===== src/rtl/lcd_raster_gen.sv =====
module lcd_raster_gen #(
  parameter int WIDTH_W  = 10,
  parameter int HEIGHT_W = 10,
  parameter int BIAS_W   = 8,
  parameter int DIV_W    = 8
) (
  input  logic                clk,
  input  logic                rst_n,
  input  logic [WIDTH_W-1:0]  cfg_width,
  input  logic [HEIGHT_W-1:0] cfg_height,
  input  logic [BIAS_W-1:0]   cfg_bias_len,
  input  logic [DIV_W-1:0]    cfg_div,
  input  logic                pix_valid,
  input  logic [3:0]          pix_data,
  output logic                pix_ready,
  output logic [3:0]          lcd_data,
  output logic                lcd_nclk,
  output logic                lcd_line,
  output logic                lcd_frame,
  output logic                lcd_bias
);
  localparam int NIB_W = WIDTH_W - 2;

  typedef enum logic [1:0] {PH_LOW, PH_HIGH, PH_STRB} phase_t;

  phase_t              phase;
  logic [DIV_W-1:0]    div_cnt;
  logic [NIB_W-1:0]    nib_cnt;
  logic [HEIGHT_W-1:0] row_cnt;
  logic                tick;
  logic [NIB_W-1:0]    nib_last;
  logic [HEIGHT_W-1:0] row_last;

  assign tick      = (div_cnt >= cfg_div);
  assign nib_last  = cfg_width[WIDTH_W-1:2] - NIB_W'(1);
  assign row_last  = cfg_height - HEIGHT_W'(1);
  assign pix_ready = tick && (phase == PH_LOW);

  always_ff @(posedge clk) begin
    if (!rst_n) div_cnt <= '0;
    else if (tick) div_cnt <= '0;
    else div_cnt <= div_cnt + DIV_W'(1);
  end

  always_ff @(posedge clk) begin
    if (!rst_n) begin
      phase     <= PH_LOW;
      nib_cnt   <= '0;
      row_cnt   <= '0;
      lcd_data  <= '0;
      lcd_nclk  <= 1'b0;
      lcd_line  <= 1'b0;
      lcd_frame <= 1'b0;
      lcd_bias  <= 1'b0;
    end else if (tick) begin
      case (phase)
        PH_LOW: if (pix_valid) begin
          phase    <= PH_HIGH;
          lcd_nclk <= 1'b1;
          lcd_data <= pix_data;
          lcd_bias <= (32'(nib_cnt) < 32'(cfg_bias_len));
        end
        PH_HIGH: begin
          lcd_nclk <= 1'b0;
          if (nib_cnt == nib_last) begin
            phase     <= PH_STRB;
            lcd_line  <= 1'b1;
            lcd_frame <= (row_cnt == row_last);
            lcd_bias  <= 1'b0;
            nib_cnt   <= '0;
            row_cnt   <= (row_cnt == row_last) ? '0 : row_cnt + HEIGHT_W'(1);
          end else begin
            phase   <= PH_LOW;
            nib_cnt <= nib_cnt + NIB_W'(1);
          end
        end
        default: begin
          phase     <= PH_LOW;
          lcd_line  <= 1'b0;
          lcd_frame <= 1'b0;
        end
      endcase
    end
  end


  nclk_low_in_strobe_chk: assert property (@(posedge clk) disable iff (!rst_n)
    lcd_line |-> !lcd_nclk);


  frame_within_line_chk: assert property (@(posedge clk) disable iff (!rst_n)
    lcd_frame |-> lcd_line);


  data_moves_on_rise_chk: assert property (@(posedge clk) disable iff (!rst_n)
    !$rose(lcd_nclk) |-> $stable(lcd_data));


  bias_off_in_strobe_chk: assert property (@(posedge clk) disable iff (!rst_n)
    lcd_line |-> !lcd_bias);


  ready_in_low_chk: assert property (@(posedge clk) disable iff (!rst_n)
    pix_ready |-> (!lcd_nclk && !lcd_line));

endmodule


===== config.mk =====
export PLATFORM = sky130hd
export DESIGN_NAME = lcd_raster_gen
export DESIGN_NICKNAME = d
export VERILOG_FILES = /design/src/rtl/lcd_raster_gen.sv
export SDC_FILE = /design/constraint.sdc
export NUM_CORES = 1
export LEC_CHECK = 0
export BUFFER_PORTS_ARGS = -buffer_cell sky130_fd_sc_hd__buf_2
export CORE_ASPECT_RATIO = 0.75
export CORE_MARGIN = 10
export CORE_UTILIZATION = 45
export DETAILED_ROUTE_END_ITERATION = 16
export PLACE_DENSITY = 0.67
export SLEW_MARGIN = 25
export SYNTH_ARGS = -nofsm -noshare
export SYNTH_HDL_FRONTEND = slang
export SYNTH_SLANG_ARGS = --single-unit

===== constraint.sdc =====
create_clock -name clk -period 5.2 [get_ports clk]
set_input_delay 1.04 -clock clk [delete_from_list [all_inputs] [get_ports clk]]
set_output_delay 1.04 -clock clk [all_outputs]
set_load 0.02 [all_outputs]

### Word-level counts from Yosys, hierarchy flattened

Cells that the tools add are included.

* multiplexer cells: 14
* add/sub/neg operators: 5
* reductions and logical operators: 11
* bitwise operators: 2
* magnitude comparators: 2
* equality and inequality tests: 5

Operator list (number)
* $add A8 B1 Y8 const B: 2
* $reduce_and A3 Y1: 4
* $add A10 B1 Y10 const B: 1
* $eq A10 B10 Y1: 1
* $mux W10: 1
* $sub A10 B1 Y10 const B: 1
* $eq A8 B8 Y1: 1
* $ge A8 B8 Y1: 1
* $lt A8 B8 Y1: 1
* $mux W8: 1
* $pmux W1 S2: 4
* $sub A8 B1 Y8 const B: 1
* $mux W1: 5
* $mux W2: 2
* $ne A2 B2 Y1 const B: 2
* $pmux W2 S2: 1
* $reduce_and A2 Y1: 2
* $reduce_and A4 Y1: 1
* $eq A2 B1 Y1 const B: 1
* $logic_not A2 Y1: 1
* $not A1 Y1: 2
* $reduce_bool A2 Y1: 1
* $reduce_or A2 Y1: 1
* $logic_and A1 B1 Y1: 1

* input bits: 43
* register bits: 36
* word-level logic and storage cells: 48

### Depth between registers and ports, before layout

* depth in word-level cells: 4
* mapped depth: 11
* gate-level depth less buffers: 9

### Least setup slack after synthesis

No wires, ideal clock.

* kind: input -> output
* start: input cfg_div[4]
* end: output pix_ready
* cell stages on the path: 7
* path buffers: 1
* arrival time: 2.576 ns
* required time: 4.160 ns
* path slack: 1.584 ns
* cell sequence: inv_1 > ha_1 > a211o_1 > a211oi_1 > a21o_1 > clkbuf_1 > nor3_1

* word-level cells in the longest chain between the ends: 2

Ends and longest elaborated chain
* from (decl): RTL line 12 `input logic [DIV_W-1:0] cfg_div,`
* $ge A8 B8 Y1: RTL line 34 `assign tick = (div_cnt >= cfg_div);`
* $logic_and A1 B1 Y1: RTL line 37 `assign pix_ready = tick && (phase == PH_LOW);`
* to (decl): RTL line 15 `output logic pix_ready,`

Every way passes these cells.

### Final worst setup path

Same ends and word-level chain as after synthesis.

==> results.txt <==
- Dividing the detail-routed via count by the number of cells gives 5.42.
- The signal on the critical path passes through buf_2 > inv_1 > ha_1 > a211o_1 > a211oi_1 > a21o_1 > nor3_1 > buf_2.
- Summing every instance area after synthesis gives 0.00257 mm^2.
* Number of cell instances on the worst register-to-register path: 9
* Hold buffer count at cts: 0
- Clock Skew: 2.18 ps
* Final net count: 413
- Yosys warns: 0
- For the pin with the worst max-slew slack, the measured transition is 859 ps.
- The final hold violation count is 0.
- Row cnt: 23
- The first global-routing pass estimated 10.0 mm of wire.
- After layout, the worst path uses 72.9% of the clock period.
- Achievable clock frequency: 264 MHz
* GRT overflow: 0
- Mean Syn Cell Area: 8.43 um^2
- Critical path endpoint category: primary output
* Max incr delay on CP: 410 ps
- Instance count of the mapped netlist: 305
- Most frequent standard cell in the layout excluding fill and tap cells: sky130_fd_sc_hd__buf_2
- In the layout the commonest cells are 49 x sky130_fd_sc_hd__buf_2, 36 x sky130_fd_sc_hd__dfxtp_1, 32 x sky130_fd_sc_hd__inv_1, 27 x sky130_fd_sc_hd__nor2_1, 20 x sky130_fd_sc_hd__ha_1.
- During I/O placement, the number of pins put on the boundary was 52.
- The completed layout was analyzed and its total power is 0.670 mW.
- The setup check on the worst reg-to-reg path leaves a slack of 2320 ps.
* Antenna violations before repair: 0
- Clock tree synthesis selected as its root buffer the cell sky130_fd_sc_hd__clkbuf_8.
* Placement-stage cell area: 0.00286 mm^2
* Cell depth of the worst min-delay path: 1
- The count of buffers added on input and output ports is 49.
- CTS H-tree lvls: 2
- Count of routing violations after the opening detailed-route iteration: 132
- Final sum of negative setup slack: 0 ps
- Placer Congestion: 0.769
* Arrival time of the worst setup path: 2750 ps
- In the post-route analysis, the smallest setup slack over all paths is 1410 ps.
- Post-synthesis sequential element count: 36
* Number of max-cap violations: 0
- Relative max-transition margin: 42.7%
* Clock insertion delay at the later pin of the skew report: 290 ps
* Instance count on the critical path: 8
- The number of setup buffers added after CTS is 0.
- Overall via count from detail_route: 2307
* Initial standard-cell utilization of the core: 47.3%
- The tightest min-delay check is of the reg -> reg type.
- Before CTS, the worst setup slack after placement is 1410 ps.
- For the worst setup path, the data required time is 4160 ps.
- Max-slew violations: 0
- Critical path buffer and inverter count: 3
* Largest net degree at the start of global routing: 30
* Die height: 85.4 um
- Proportion of layout cells with a drive suffix above 1: 19.4%
- Cell with the largest stage delay on the worst path: sky130_fd_sc_hd__a211oi_1
* Half-perimeter wire length of the detailed placement result: 4.73 mm
- RSZ-0062 raised after global routing: no
- Post-layout min period: 3790 ps
- Number of antenna-violating nets in the routed design: 0
- Total nets after synthesis: 368
- The flow ran to the end, and the final reports show no timing, DRC or antenna violations.
* Number of instances resized during post-cts repair: 0
- Top_reg_cell synth: sky130_fd_sc_hd__dfxtp_1
- Pwr dens: 226 mW/mm^2
- The number of clock buffers added by TritonCTS is 5.
* Leakage power of the design: 1.44 nW
- Vias in the first global route: 2226
- Counting along the longest clock path gives a buffer depth of 2.
- Proportion of synthesized flip-flops having asynchronous set or reset: 0%
- Detailed Route WL: 6.05 mm
- Hold timing on the final database bottoms out at a slack of 465 ps.
* Total die area: 0.00916 mm^2
* Worst setup SP type: input pin
- Gr usage total: 12.9%
- After detailed routing, the average wire length per cell comes to 14.2 um.
* Worst-path clk slew: 70 ps
- Most common cell on crit path: sky130_fd_sc_hd__buf_2
- EDFF count, synth: 0
* Post-synth cell types: 49
- Counting every sink on the clock net gives 36.
- Post-route standard cell area excluding fillers: 0.00297 mm^2
* Layout overhead on the synthesized area: 15.5%
- The total area inside the core boundary comes to 0.00544 mm^2.
- Die extent in x: 107 um
* TritonCTS clock tree: built
* Number of antenna cells inserted: 0
- Setup violations remaining at the end of the flow were counted as 0.
* DRC Markers: 0
- IR analysis of the VDD net gives a maximum drop of 139 uV.
- Of all nets on the critical path, the largest fanout is 11.
- Seq/Total Area, Yosys: 28.0%
* Count of TritonRoute iterations in the first routing pass: 5
- Critical path's top delay family: compound AO/OA/AOI/OAI gates
* Critical setup path kind: in -> out
## registers in the layout, summed over array words and instances, names as in the netlist
name / flops
phase: 2
lcd_bias: 1
nib_cnt: 8
lcd_nclk: 1
div_cnt: 8
lcd_data: 4
row_cnt: 10
lcd_frame: 1
lcd_line: 1
## cells by family after synthesis
logic type	after synthesis	synth area share, %
simple gates	104	22.4
buf+inv	43	6.57
fa+ha+maj	20	9.74
flops	36	28.0
mux	4	1.56
xor+xnor	34	12.9
compound gates	64	18.8
## metrics by stage
stage	instances	util [%]
finish	426	54.6
floorplan	305	-
CTS	426	54.6
detailed placement	418	52.6
global route	426	54.6
global placement	418	52.6
## power by group
group	switching (mW)	leakage, nW	internal, mW	total (mW)
Clock	0.101	0.0552	0.142	0.244
Combinational	0.0622	1.09	0.0617	0.124
Sequential	0.0148	0.292	0.288	0.302
## cell type report
type / count / area (um^2)
fill: 522 / 2470
multi-input combinational: 226 / 1680
sequential: 36 / 721
timing repair buffer: 49 / 245
inverter: 32 / 120
tap: 75 / 93.8
clock buffer: 6 / 72.6
clock inverter: 2 / 35.0
## synth_stat cells, types with 2 or more instances
library cell | count | area (um^2)
sky130_fd_sc_hd__mux2i_1 | 4 | 40.0
sky130_fd_sc_hd__nand4_1 | 6 | 37.5
sky130_fd_sc_hd__nor4b_1 | 2 | 17.5
sky130_fd_sc_hd__nand2b_1 | 4 | 25.0
sky130_fd_sc_hd__clkbuf_1 | 10 | 37.5
sky130_fd_sc_hd__a211o_1 | 2 | 17.5
sky130_fd_sc_hd__and3_1 | 14 | 87.6
sky130_fd_sc_hd__nor4_1 | 4 | 25.0
sky130_fd_sc_hd__a32oi_1 | 3 | 26.3
sky130_fd_sc_hd__nor3_1 | 6 | 30.0
sky130_fd_sc_hd__a211oi_2 | 2 | 25.0
sky130_fd_sc_hd__a21o_1 | 6 | 45.0
sky130_fd_sc_hd__a41o_1 | 7 | 70.1
sky130_fd_sc_hd__dfxtp_1 | 36 | 721
sky130_fd_sc_hd__o21ai_0 | 7 | 35.0
sky130_fd_sc_hd__o32ai_1 | 7 | 61.3
sky130_fd_sc_hd__o21ai_1 | 4 | 20.0
sky130_fd_sc_hd__nand2_1 | 14 | 52.6
sky130_fd_sc_hd__nor2_1 | 27 | 101
sky130_fd_sc_hd__a21oi_1 | 12 | 60.1
sky130_fd_sc_hd__nand3_1 | 11 | 55.1
sky130_fd_sc_hd__ha_1 | 20 | 250
sky130_fd_sc_hd__inv_1 | 32 | 120
sky130_fd_sc_hd__o22ai_1 | 3 | 18.8
sky130_fd_sc_hd__xor2_1 | 17 | 149
sky130_fd_sc_hd__xnor2_1 | 15 | 131
sky130_fd_sc_hd__or3_1 | 8 | 50.1
## path summary, 6_finish.rpt
check                   startpoint                       to
max                     cfg_div[4]                pix_ready
min          div_cnt[0]$_SDFF_PP0_    div_cnt[0]$_SDFF_PP0_
max reg2reg  div_cnt[0]$_SDFF_PP0_  row_cnt[9]$_SDFFE_PN0P_
min reg2reg  div_cnt[0]$_SDFF_PP0_    div_cnt[0]$_SDFF_PP0_
## per-layer routing
layer | up-vias | share of wire (%) | global-route usage (%)
li1 | 1192 | - | -
met1 | 1065 | 48 | 16.6
met2 | 45 | 44 | 20.1
met3 | 5 | 6.8 | 4.61
met4 | 0 | 0.73 | 2.82
met5 | - | 0 | 0
Power figures use the tool's default switching activity.
